`src/rtl/sgp_pkg.sv`:
```
`timescale 1ns/1ps
package sgp_pkg;
  typedef enum logic [2:0] {
    ST_IDLE, ST_PULSE, ST_WAIT, ST_VWR, ST_VRD, ST_VCHK, ST_DONE
  } sgp_state_e;

  typedef enum logic {PH_PROT, PH_UNPROT} sgp_phase_e;

  localparam logic [7:0] OP_SETUP  = 8'h60;
  localparam logic [7:0] OP_VERIFY = 8'h40;
  localparam int unsigned PAT_W = 7;
  localparam logic [PAT_W-1:0] PAT_PROT   = 7'b0000010;
  localparam logic [PAT_W-1:0] PAT_UNPROT = 7'b1000010;
endpackage

```
`src/rtl/sgp_wait_timer.sv`:
```
`timescale 1ns/1ps
module sgp_wait_timer #(
  parameter int unsigned PROT_CYCLES   = 15000,
  parameter int unsigned UNPROT_CYCLES = 1500000
) (
  input  logic clk_i,
  input  logic rst_ni,
  input  logic load_i,
  input  logic long_i,
  input  logic run_i,
  output logic expired_o
);
  localparam int unsigned MAX_C = (UNPROT_CYCLES > PROT_CYCLES) ? UNPROT_CYCLES : PROT_CYCLES;
  localparam int unsigned CW    = $clog2(MAX_C + 1);

  logic [CW-1:0] cnt_q;

  always_ff @(posedge clk_i or negedge rst_ni) begin
    if (!rst_ni) begin
      cnt_q <= '0;
    end else if (load_i) begin
      cnt_q <= long_i ? CW'(UNPROT_CYCLES - 1) : CW'(PROT_CYCLES - 1);
    end else if (run_i && cnt_q != '0) begin
      cnt_q <= cnt_q - CW'(1);
    end
  end

  assign expired_o = (cnt_q == '0);
endmodule

```
`src/rtl/sgp_pulse_counter.sv`:
```
`timescale 1ns/1ps
module sgp_pulse_counter #(
  parameter int unsigned MAX_PULSES = 1000
) (
  input  logic clk_i,
  input  logic rst_ni,
  input  logic clr_i,
  input  logic inc_i,
  output logic last_o
);
  localparam int unsigned CW = $clog2(MAX_PULSES + 1);

  logic [CW-1:0] cnt_q;

  always_ff @(posedge clk_i or negedge rst_ni) begin
    if (!rst_ni) begin
      cnt_q <= CW'(1);
    end else if (clr_i) begin
      cnt_q <= CW'(1);
    end else if (inc_i) begin
      cnt_q <= cnt_q + CW'(1);
    end
  end

  // one more failure would reach the ceiling
  assign last_o = (cnt_q == CW'(MAX_PULSES - 1));
endmodule

```
`src/rtl/sgp_addr_gen.sv`:
```
`timescale 1ns/1ps
module sgp_addr_gen
  import sgp_pkg::*;
#(
  parameter int unsigned ADDR_W      = 21,
  parameter int unsigned DATA_W      = 16,
  parameter int unsigned GROUP_SHIFT = 15,
  localparam int unsigned GRP_W      = ADDR_W - GROUP_SHIFT
) (
  input  logic [GRP_W-1:0]  grp_i,
  input  logic              unprot_i,
  input  logic              verify_i,
  output logic [ADDR_W-1:0] addr_o,
  output logic [DATA_W-1:0] wdata_o
);
  localparam int unsigned FILL_W = GROUP_SHIFT - PAT_W;

  logic [PAT_W-1:0] pat;
  assign pat = unprot_i ? PAT_UNPROT : PAT_PROT;

  generate
    if (FILL_W > 0) begin : g_fill
      assign addr_o = {grp_i, {FILL_W{1'b0}}, pat};
    end else begin : g_nofill
      assign addr_o = {grp_i, pat};
    end
  endgenerate

  assign wdata_o = verify_i ? DATA_W'(OP_VERIFY) : DATA_W'(OP_SETUP);
endmodule

```
`src/rtl/sgp_sequencer.sv`:
```
`timescale 1ns/1ps
module sgp_sequencer
  import sgp_pkg::*;
#(
  parameter int unsigned ADDR_W        = 21,
  parameter int unsigned DATA_W        = 16,
  parameter int unsigned GROUP_SHIFT   = 15,
  parameter int unsigned MAX_PULSES    = 1000,
  parameter int unsigned PROT_CYCLES   = 15000,
  parameter int unsigned UNPROT_CYCLES = 1500000,
  localparam int unsigned GRP_W        = ADDR_W - GROUP_SHIFT
) (
  input  logic              clk_i,
  input  logic              rst_ni,
  input  logic              start_i,
  input  logic              unprot_i,
  input  logic [GRP_W-1:0]  grp_sel_i,
  output logic [ADDR_W-1:0] bus_addr_o,
  output logic [DATA_W-1:0] bus_wdata_o,
  output logic              bus_we_o,
  output logic              bus_re_o,
  input  logic [DATA_W-1:0] bus_rdata_i,
  output logic              hv_o,
  output logic              busy_o,
  output logic              done_o,
  output logic              pass_o,
  output logic              fail_o
);
  localparam logic [GRP_W-1:0] LAST_GRP = {GRP_W{1'b1}};

  sgp_state_e       state_q, state_d;
  sgp_phase_e       phase_q, phase_d;
  logic             mode_q, mode_d;
  logic [GRP_W-1:0] grp_q, grp_d;
  logic             pass_q, pass_d, fail_q, fail_d;
  logic             cnt_clr, cnt_inc, cnt_last;
  logic             tmr_load, tmr_expired;
  logic             status_ok;
  logic             unused_rdata;

  assign unused_rdata = ^bus_rdata_i[DATA_W-1:1];

  sgp_wait_timer #(
    .PROT_CYCLES  (PROT_CYCLES),
    .UNPROT_CYCLES(UNPROT_CYCLES)
  ) u_timer (
    .clk_i    (clk_i),
    .rst_ni   (rst_ni),
    .load_i   (tmr_load),
    .long_i   (phase_q == PH_UNPROT),
    .run_i    (state_q == ST_WAIT),
    .expired_o(tmr_expired)
  );

  sgp_pulse_counter #(
    .MAX_PULSES(MAX_PULSES)
  ) u_pulses (
    .clk_i (clk_i),
    .rst_ni(rst_ni),
    .clr_i (cnt_clr),
    .inc_i (cnt_inc),
    .last_o(cnt_last)
  );

  sgp_addr_gen #(
    .ADDR_W     (ADDR_W),
    .DATA_W     (DATA_W),
    .GROUP_SHIFT(GROUP_SHIFT)
  ) u_addr (
    .grp_i   (grp_q),
    .unprot_i(phase_q == PH_UNPROT),
    .verify_i(state_q != ST_PULSE),
    .addr_o  (bus_addr_o),
    .wdata_o (bus_wdata_o)
  );

  // locked group reads 1, open group reads 0
  assign status_ok = (phase_q == PH_PROT) ? bus_rdata_i[0] : ~bus_rdata_i[0];

  always_comb begin
    state_d  = state_q;
    phase_d  = phase_q;
    mode_d   = mode_q;
    grp_d    = grp_q;
    pass_d   = pass_q;
    fail_d   = fail_q;
    cnt_clr  = 1'b0;
    cnt_inc  = 1'b0;
    tmr_load = 1'b0;
    unique case (state_q)
      ST_IDLE: begin
        if (start_i) begin
          mode_d  = unprot_i;
          phase_d = PH_PROT;
          grp_d   = unprot_i ? '0 : grp_sel_i;
          pass_d  = 1'b0;
          fail_d  = 1'b0;
          cnt_clr = 1'b1;
          state_d = ST_PULSE;
        end
      end
      ST_PULSE: begin
        tmr_load = 1'b1;
        state_d  = ST_WAIT;
      end
      ST_WAIT: begin
        if (tmr_expired) state_d = ST_VWR;
      end
      ST_VWR: state_d = ST_VRD;
      ST_VRD: state_d = ST_VCHK;
      ST_VCHK: begin
        if (status_ok) begin
          if (phase_q == PH_PROT) begin
            if (!mode_q) begin
              pass_d  = 1'b1;
              state_d = ST_DONE;
            end else if (grp_q == LAST_GRP) begin
              phase_d = PH_UNPROT;
              grp_d   = '0;
              cnt_clr = 1'b1;
              state_d = ST_PULSE;
            end else begin
              grp_d   = grp_q + GRP_W'(1);
              cnt_clr = 1'b1;
              state_d = ST_PULSE;
            end
          end else if (grp_q == LAST_GRP) begin
            pass_d  = 1'b1;
            state_d = ST_DONE;
          end else begin
            // open group: verify the next one without a new pulse
            grp_d   = grp_q + GRP_W'(1);
            state_d = ST_VWR;
          end
        end else if (cnt_last) begin
          fail_d  = 1'b1;
          state_d = ST_DONE;
        end else begin
          cnt_inc = 1'b1;
          state_d = ST_PULSE;
        end
      end
      ST_DONE: state_d = ST_IDLE;
      default: state_d = ST_IDLE;
    endcase
  end

  always_ff @(posedge clk_i or negedge rst_ni) begin
    if (!rst_ni) begin
      state_q <= ST_IDLE;
      phase_q <= PH_PROT;
      mode_q  <= 1'b0;
      grp_q   <= '0;
      pass_q  <= 1'b0;
      fail_q  <= 1'b0;
    end else begin
      state_q <= state_d;
      phase_q <= phase_d;
      mode_q  <= mode_d;
      grp_q   <= grp_d;
      pass_q  <= pass_d;
      fail_q  <= fail_d;
    end
  end

  assign bus_we_o = (state_q == ST_PULSE) || (state_q == ST_VWR);
  assign bus_re_o = (state_q == ST_VRD);
  assign busy_o   = (state_q != ST_IDLE);
  assign hv_o     = (state_q != ST_IDLE) && (state_q != ST_DONE);
  assign done_o   = (state_q == ST_DONE);
  assign pass_o   = pass_q;
  assign fail_o   = fail_q;
endmodule

```
`config.mk`:
```
export PLATFORM = sky130hd
export DESIGN_NAME = sgp_sequencer
export DESIGN_NICKNAME = d
export VERILOG_FILES = /design/src/rtl/sgp_pkg.sv /design/src/rtl/sgp_wait_timer.sv /design/src/rtl/sgp_pulse_counter.sv /design/src/rtl/sgp_addr_gen.sv /design/src/rtl/sgp_sequencer.sv
export SDC_FILE = /design/constraint.sdc
export NUM_CORES = 1
export LEC_CHECK = 0
export ABC_CLOCK_PERIOD_IN_PS = 1900
export BUFFER_PORTS_ARGS = -buffer_cell sky130_fd_sc_hd__buf_4
export CAP_MARGIN = 20
export CELL_PAD_IN_SITES_DETAIL_PLACEMENT = 0
export CELL_PAD_IN_SITES_GLOBAL_PLACEMENT = 1
export CORE_UTILIZATION = 33
export DETAILED_ROUTE_END_ITERATION = 10
export GPL_TIMING_DRIVEN = 0
export PLACE_DENSITY = 0.73
export SLEW_MARGIN = 30
export SYNTH_ARGS = -nofsm -noshare
export SYNTH_HDL_FRONTEND = slang
export SYNTH_SLANG_ARGS = --single-unit
```
`constraint.sdc`:
```
create_clock -name clk_i -period 1.9 [get_ports clk_i]
set_clock_uncertainty 0.05 [all_clocks]
set_input_delay 0.095 -clock clk_i [delete_from_list [all_inputs] [get_ports clk_i]]
set_output_delay 0.095 -clock clk_i [all_outputs]
set_load 0.02 [all_outputs]
```
==> results of run 1 <==
==> cells in the mapped netlist, types with 2 or more instances <==
library cell  number
nor4_1             6
a311oi_1           2
nand3_1           10
ha_1               4
xnor2_1            7
a31oi_1            8
nor2b_1            2
clkbuf_1           4
a31o_2             2
o221ai_1           2
o21ai_0           20
or2_2              2
o31ai_1            7
or3_1              9
a21oi_1           18
mux2i_1            3
nand4_1           10
and4_1             2
and2_1             3
dfrtp_1           43
nor2_1            33
nor4b_1            2
o211ai_1           3
nor3_1            13
and3_1             3
inv_1             10
buf_4             31
buf_2              4
or4_1              7
nand2_1           15
nand2b_1           3
xor2_1             6
conb_1             2
==> per-stage QoR <==
stage	power, mW	hold WS (ns)	util
after global routing	4.37	0.0325	0.470
after detailed placement	3.00	0.0864	0.406
after global placement	2.98	0.0862	0.406
after floorplan	2.47	-0.251	-
final	4.06	0.0163	0.470
after CTS	3.90	0.0388	0.449
==> final cells by class <==
| type | instances | area (µm²) | area share |
|---|---|---|---|
| sequential | 44 | 1110 | 0.298 |
| clock buffer | 5 | 68.8 | 0.0186 |
| multi-input combinational | 245 | 1660 | 0.446 |
| buffer | 39 | 300 | 0.0810 |
| timing repair buffer | 46 | 368 | 0.0992 |
| clock inverter | 3 | 42.5 | 0.0115 |
| inverter | 10 | 40.0 | 0.0108 |
| tap | 102 | 128 | 0.0344 |
==> routing by layer <==
| layer | up-vias | routed length (µm) | track usage | share of wire |
|---|---|---|---|---|
| met2 | 51 | 3180 | 0.259 | 0.47 |
| met5 | - | 0 | 0 | 0 |
| met1 | 1194 | 3280 | 0.238 | 0.48 |
| li1 | 1230 | - | - | - |
| met4 | 0 | 138 | 0.0692 | 0.020 |
| met3 | 11 | 219 | 0.0260 | 0.032 |
==> flip-flops by register name, indices dropped and copies added, names as in the netlist <==
signal,flops
phase_q,1
mode_q,1
state_q,3
fail_o,1
grp_q,6
u_timer.cnt_q,21
u_pulses.cnt_q,10
pass_o,1
==> what timing repair did <==
item / in CTS / in global routing
pin swaps: 11 / 17
endpoints found under the setup margin: 40 / 41
hold buffers: 2 / 0
hold endpoints to repair: 44 / 0
setup buffers: 13 / 5
gates cloned: 2 / 0
gates resized for setup: 28 / 32
==> path summary, 6_finish.rpt <==
| kind | startpoint | end | slack (ns) | cells past startpoint |
|---|---|---|---|---|
| min | grp_sel_i[0] | grp_q[0] | 0.02 | 3 |
| max | u_timer.cnt_q[4] | u_timer.cnt_q[19] | -0.23 | 5 |
| min in group asynchronous | rst_ni | u_timer.cnt_q[5] | 0.27 | 2 |
| max in group asynchronous | rst_ni | u_timer.cnt_q[9] | 1.10 | 2 |
| min reg2reg | pass_o | pass_o | 0.46 | 2 |
| max reg2reg | u_timer.cnt_q[4] | u_timer.cnt_q[19] | -0.23 | 5 |
==> power by group <==
group          internal (mW)  switching [mW]  total (mW)
combinational          0.802            1.07        1.87
clock                  0.389           0.351       0.740
sequential              1.18           0.276        1.45
total                   2.37            1.70        4.06
==> critical path: cells and delay by family, from the launching register on <==
family | cells | cell delay [ns]
AO/OA/AOI/OAI | 1 | 0.13
buffers and inverters | 1 | 0.13
flip-flops | 1 | 0.40
AND/OR/NAND/NOR | 3 | 1.36
==> logic make-up (layout without fill, tap and decap cells) <==
kind of cell	Yosys count	count (layout)	synth area share
fa+ha+maj	4	4	0.0183
simple gates	129	129	0.259
xor+xnor	13	13	0.0416
buf+inv	50	103	0.116
compound gates	67	67	0.150
flops	44	44	0.402
other cells	2	29	0.00274
mux	3	3	0.0110
==> qor.csv, run 1 <==
stage,metric,value,unit
yosys,register area share after synthesis,0.402,
clock_tree,clock latency on the worst-skew pair,0.31,ns
yosys,Post-synth EDFFs,0,
sta,fmax,469,MHz
global_route,gr usage total,0.169,
yosys,asr flop ratio synth,1.00,
critical_path,startpoint type of the worst setup path,flop,
global_route,grt ovf,0,
clock_tree,Max clock buf depth,2,
placed_design,Setup WS pre-CTS,-0.750,ns
final_layout,"most common cell after layout, fill and taps aside",buf_4,
floorplan,std cell rows,32,
yosys,post-synth cell types,49,
sta,fin worst setup slack,-0.233,ns
pwr,P_leak,1.56,nW
global_route,first-pass GRT wire length,11600,µm
routing,DR vias/cell,5.03,
sta,final-report max-slew violation count,0,
critical_path,Crit Path Class,reg -> reg,
yosys,Main synth FF type,dfrtp_1,
floorplan,Die W,93.1,µm
floorplan,die height,93.1,µm
final_layout,"commonest non-fill, non-tap cells in the layout","74 x buf_4, 40 x dfrtp_1, 33 x nor2_1",
pwr,PwrDens,1100,nW/µm²
routing,Starting DRT DRC Count,159,
critical_path,Crit. End Element,flop,
sta,Worst slew margin,0.518,
critical_path,Worst EP required,2.10,ns
floorplan,core area,7890,µm²
placed_design,dpl hpwl,4470,µm
floorplan,I/O pins,70,
final_layout,NumNets Final,421,
sta,RSZ-0062 raised after global routing,true,
sta,Final min period,2.13,ns
clock_tree,htree depth,2,
critical_path,crit path DAT,2.33,ns
routing,Routed Antenna Nets,0,
final_layout,fill cell count,736,
clock_tree,CTS buffer count,5,
placed_design,routability cong.,0.831,
sta,Worst Tran Pin Value,0.720,ns
global_route,largest net degree at the start of global routing,45,
routing,Via Count,2486,
floorplan,initial core utilization,0.347,
yosys,leading area contributor after synthesis,dfrtp_1,
clock_tree,Worst-path clk slew,0.09,ns
sta,Final setup viols,17,
routing,Routed WL,6810,µm
clock_tree,CTS tree,done,
yosys,Area contributors post-synth,"dfrtp_1 39%, buf_4 8.5%, nor2_1 4.5%, o21ai_0 3.7%, a21oi_1 3.3%",
clock_tree,clock tree sinks,44,
sta,Hold Fails Final Rpt,0,
final_layout,Final Cell Area,3710,µm²
critical_path,CP cell instances,or4_4 > or2_4 > buf_6 > or4_1 > a21oi_2,
critical_path,crit-path max cell delay,0.59,ns
placed_design,# placed instances,466,
routing,Avg WL per Cell,13.8,µm
critical_path,CP max-delay cell,or4_4,
critical_path,CP Max Fanout,5,
final_layout,share of cells above drive strength 1,0.342,
routing,TritonRoute pass-1 iters,4,
sta,share of the clock period used by the worst path,1.12,
yosys,Post-Synthesis Cells,312,
sta,final setup TNS,-2.27,ns
placed_design,dpl cell area,3200,µm²
global_route,vias in the first global route,2341,
clock_tree,CTS root buf,clkbuf_8,
status,status,"finished, violations left",
status,failing checks,negative setup slack,
worst_hold_path,Hold WC Path Type,in -> reg,
yosys,Syn Area/Cell,8.78,µm²
placed_design,I/O Buffers,25,
final_layout,Ant. Diodes,0,
pwr,maximum vdd drop,708,µV
global_route,initial antenna violation count,0,
yosys,top-area cell type share of the netlist area,0.393,
routing,drt drc,0,
floorplan,Total Die Area,8670,µm²
final_layout,Finished Layout Cells,494,
final_layout,area delta synth->final,35.4,%
yosys,cell area after synthesis,2740,µm²
yosys,YS warnings,0,
flow_run,max_cap viols,0,
yosys,Yosys reg bits,44,
Power figures use the tool's default switching activity.
==> run 2, diff against run 1 <==
Settings changed: PLACE_DENSITY 0.73 to 0.75.
==> qor.csv, run 2 (same netlist as run 1, synthesis figures left out) <==
stage,metric,value,unit,change
routing,Routed Antenna Nets,0,,unchanged
critical_path,Worst Path Buf+Inv,2,,was 1
pwr,PwrDens,1100,nW/µm²,about the same
clock_tree,Max clock buf depth,2,,unchanged
routing,TritonRoute pass-1 iters,4,,unchanged
placed_design,dpl hpwl,4510,µm,was 4470 µm
clock_tree,clock latency on the worst-skew pair,0.31,ns,about the same
final_layout,"most common cell after layout, fill and taps aside",buf_4,,unchanged
global_route,grt ovf,0,,unchanged
pwr,Int Pwr,2.38,mW,was 2.37 mW
placed_design,I/O Buffers,25,,unchanged
critical_path,Crit. End Element,flop,,unchanged
global_route,largest net degree at the start of global routing,45,,unchanged
routing,Via Count,2487,,"was 2,486"
floorplan,Die W,93.1,µm,unchanged
status,status,"finished, violations left",,unchanged
pwr,P_leak,1.57,nW,was 1.56 nW
placed_design,# placed instances,466,,unchanged
worst_hold_path,Hold WC Path Type,in -> reg,,unchanged
routing,Routed WL,6820,µm,was 6810 µm
sta,Hold Fails Final Rpt,1,,was 0
critical_path,CP startpoint,u_timer.cnt_q[3],,was u_timer.cnt_q[4]
sta,Final setup viols,18,,was 17
pwr,maximum vdd drop,704,µV,was 708 µV
flow_run,max_cap viols,0,,unchanged
final_layout,Ant. Diodes,0,,unchanged
global_route,vias in the first global route,2403,,"was 2,341"
critical_path,Worst R2R Path Depth,6,,was 5
floorplan,core area,7890,µm²,unchanged
global_route,gr usage total,0.170,,was 0.169
critical_path,Crit Path Class,reg -> reg,,unchanged
final_layout,fill cell count,726,,was 736
routing,Starting DRT DRC Count,206,,was 159
clock_tree,Worst-path clk slew,0.09,ns,about the same
final_layout,"commonest non-fill, non-tap cells in the layout","78 x buf_4, 41 x dfrtp_1, 32 x nor2_1",,"was 74 x buf_4, 40 x dfrtp_1, 33 x nor2_1"
placed_design,routability cong.,0.838,,was 0.831
pwr,sw power,1.65,mW,was 1.70 mW
routing,drt drc,0,,unchanged
final_layout,max reg flops,21,,unchanged
critical_path,cell count along the critical path,6,,was 5
final_layout,biggest regs,"u_timer.cnt_q x21, u_pulses.cnt_q x10, grp_q x6",,unchanged
critical_path,R2R Path Start,u_timer.cnt_q[3],,was u_timer.cnt_q[4]
critical_path,crit path DAT,2.27,ns,was 2.33 ns
clock_tree,CTS tree,done,,unchanged
pwr,Clock power frac,0.193,,was 0.182
global_route,initial antenna violation count,0,,unchanged
floorplan,std cell rows,32,,unchanged
sta,RSZ-0062 raised after global routing,true,,unchanged
clock_tree,clock tree sinks,44,,unchanged
final_layout,Finished Layout Cells,499,,was 494
critical_path,most common cell type on the critical path,buf_6,,
critical_path,CP cell instances,or4_4 > or2_4 > buf_6 > buf_6 > or2_2 > a31oi_1,,was or4_4 > or2_4 > buf_6 > or4_1 > a21oi_2
critical_path,Worst EP required,2.07,ns,was 2.10 ns
critical_path,CP max-delay cell,or4_4,,unchanged
critical_path,crit-path max cell delay,0.59,ns,about the same
final_layout,NumNets Final,426,,was 421
pwr,sequential share of power,0.359,,was 0.357
sta,Worst Tran Pin Value,0.715,ns,was 0.720 ns
final_layout,share of cells above drive strength 1,0.332,,was 0.342
critical_path,capture point of the worst reg-to-reg path,u_timer.cnt_q[7],,was u_timer.cnt_q[19]
pwr,Comb power frac,0.449,,was 0.460
final_layout,Biggest register,u_timer.cnt_q,,unchanged
sta,fmax,477,MHz,was 469 MHz
floorplan,Total Die Area,8670,µm²,unchanged
routing,Avg WL per Cell,13.7,µm,was 13.8 µm
pwr,sw frac,0.410,,was 0.417
clock_tree,CTS buffer count,5,,unchanged
final_layout,fin util,0.467,,was 0.470
sta,Worst slew margin,0.522,,was 0.518
critical_path,critical path capture point,u_timer.cnt_q[7],,was u_timer.cnt_q[19]
sta,Hold WS,-0.00220,ns,was 0.0163 ns
floorplan,initial core utilization,0.347,,unchanged
sta,final-report max-slew violation count,0,,unchanged
floorplan,I/O pins,70,,unchanged
final_layout,area delta synth->final,34.4,%,was 35.4%
critical_path,CP Max Fanout,6,,was 5
clock_tree,CTS root buf,clkbuf_8,,unchanged
critical_path,startpoint type of the worst setup path,flop,,unchanged
routing,DR vias/cell,4.98,,was 5.03
global_route,first-pass GRT wire length,11700,µm,"was 11,600 µm"
critical_path,R2R Setup Slk,-0.20,ns,was -0.23 ns
sta,share of the clock period used by the worst path,1.10,,was 1.12
clock_tree,htree depth,2,,unchanged
floorplan,die height,93.1,µm,unchanged
critical_path,CP top delay family,simple AND/OR/NAND/NOR gates,,unchanged
sta,final setup TNS,-2.46,ns,was -2.27 ns
status,failing checks,"negative hold slack, negative setup slack",,was negative setup slack
sta,Final min period,2.10,ns,was 2.13 ns
sta,fin worst setup slack,-0.196,ns,was -0.233 ns
## run 2: per-layer routing
metal  global-route usage  wire (µm)  part of all wire
met5                    0          0                 0
met4               0.0679        118             0.017
met3               0.0211        210             0.031
met2                0.263       3120              0.46
met1                0.240       3370              0.49
## run 2: per-stage QoR
stage / area [µm²] / setup WS [ns] / power [mW]
floorplan: 2880 / -0.124 / 2.47
global placement: 3200 / -0.740 / 2.97
detailed placement: 3200 / -0.796 / 3.00
CTS: 3550 / -0.202 / 3.94
global route: 3680 / -0.317 / 4.32
finish: 3680 / -0.196 / 4.03
## run 2: worst register-to-register path, cell delays in order (launching register included)
cell,delay (ns)
dfrtp_1,0.40
or4_4,0.59
or2_4,0.26
buf_6,0.13
buf_6,0.12
or2_2,0.29
a31oi_1,0.18
## run 2: area by class of cell
cell class | count | area [µm²] | area share
Multi-Input combinational cell | 245 | 1590 | 0.431
Tap cell | 102 | 128 | 0.0347
Inverter | 10 | 37.5 | 0.0102
Sequential cell | 44 | 1100 | 0.300
Buffer | 39 | 297 | 0.0806
Clock buffer | 6 | 82.6 | 0.0224
Timing Repair Buffer | 51 | 405 | 0.110
Clock inverter | 2 | 38.8 | 0.0105
## run 2: repair_timing
action / in CTS / in global routing
pin swaps: 19 / 15
hold endpoints to repair: 43 / 0
gates resized for setup: 27 / 28
cloned: 0 / 1
setup buffers: 18 / 6
hold buffers: 1 / 0
setup endpoints to repair: 40 / 39
## run 2: worst min-delay path by stage
stage,startpoint,endpoint,slack [ns],cells after the start
2_1_floorplan,rst_ni,fail_o,-0.25,0
3_3_place_gp,rst_ni,u_timer.cnt_q[2],0.08,1
3_5_place_dp,rst_ni,u_timer.cnt_q[5],0.09,1
4_1_cts,start_i,state_q[0],0.008,3
5_1_grt,start_i,state_q[0],0.003,3
6_report,start_i,state_q[0],-0.002,3
## run 2: power groups by stage
stage | sequential [mW] | clock, mW | combinational [mW]
after floorplan | 1.46 | 0 | 1.01
after global routing | 1.49 | 0.841 | 1.99
final | 1.45 | 0.776 | 1.81
after global placement | 1.44 | 0 | 1.54
after detailed placement | 1.44 | 0 | 1.56
after CTS | 1.42 | 0.798 | 1.72
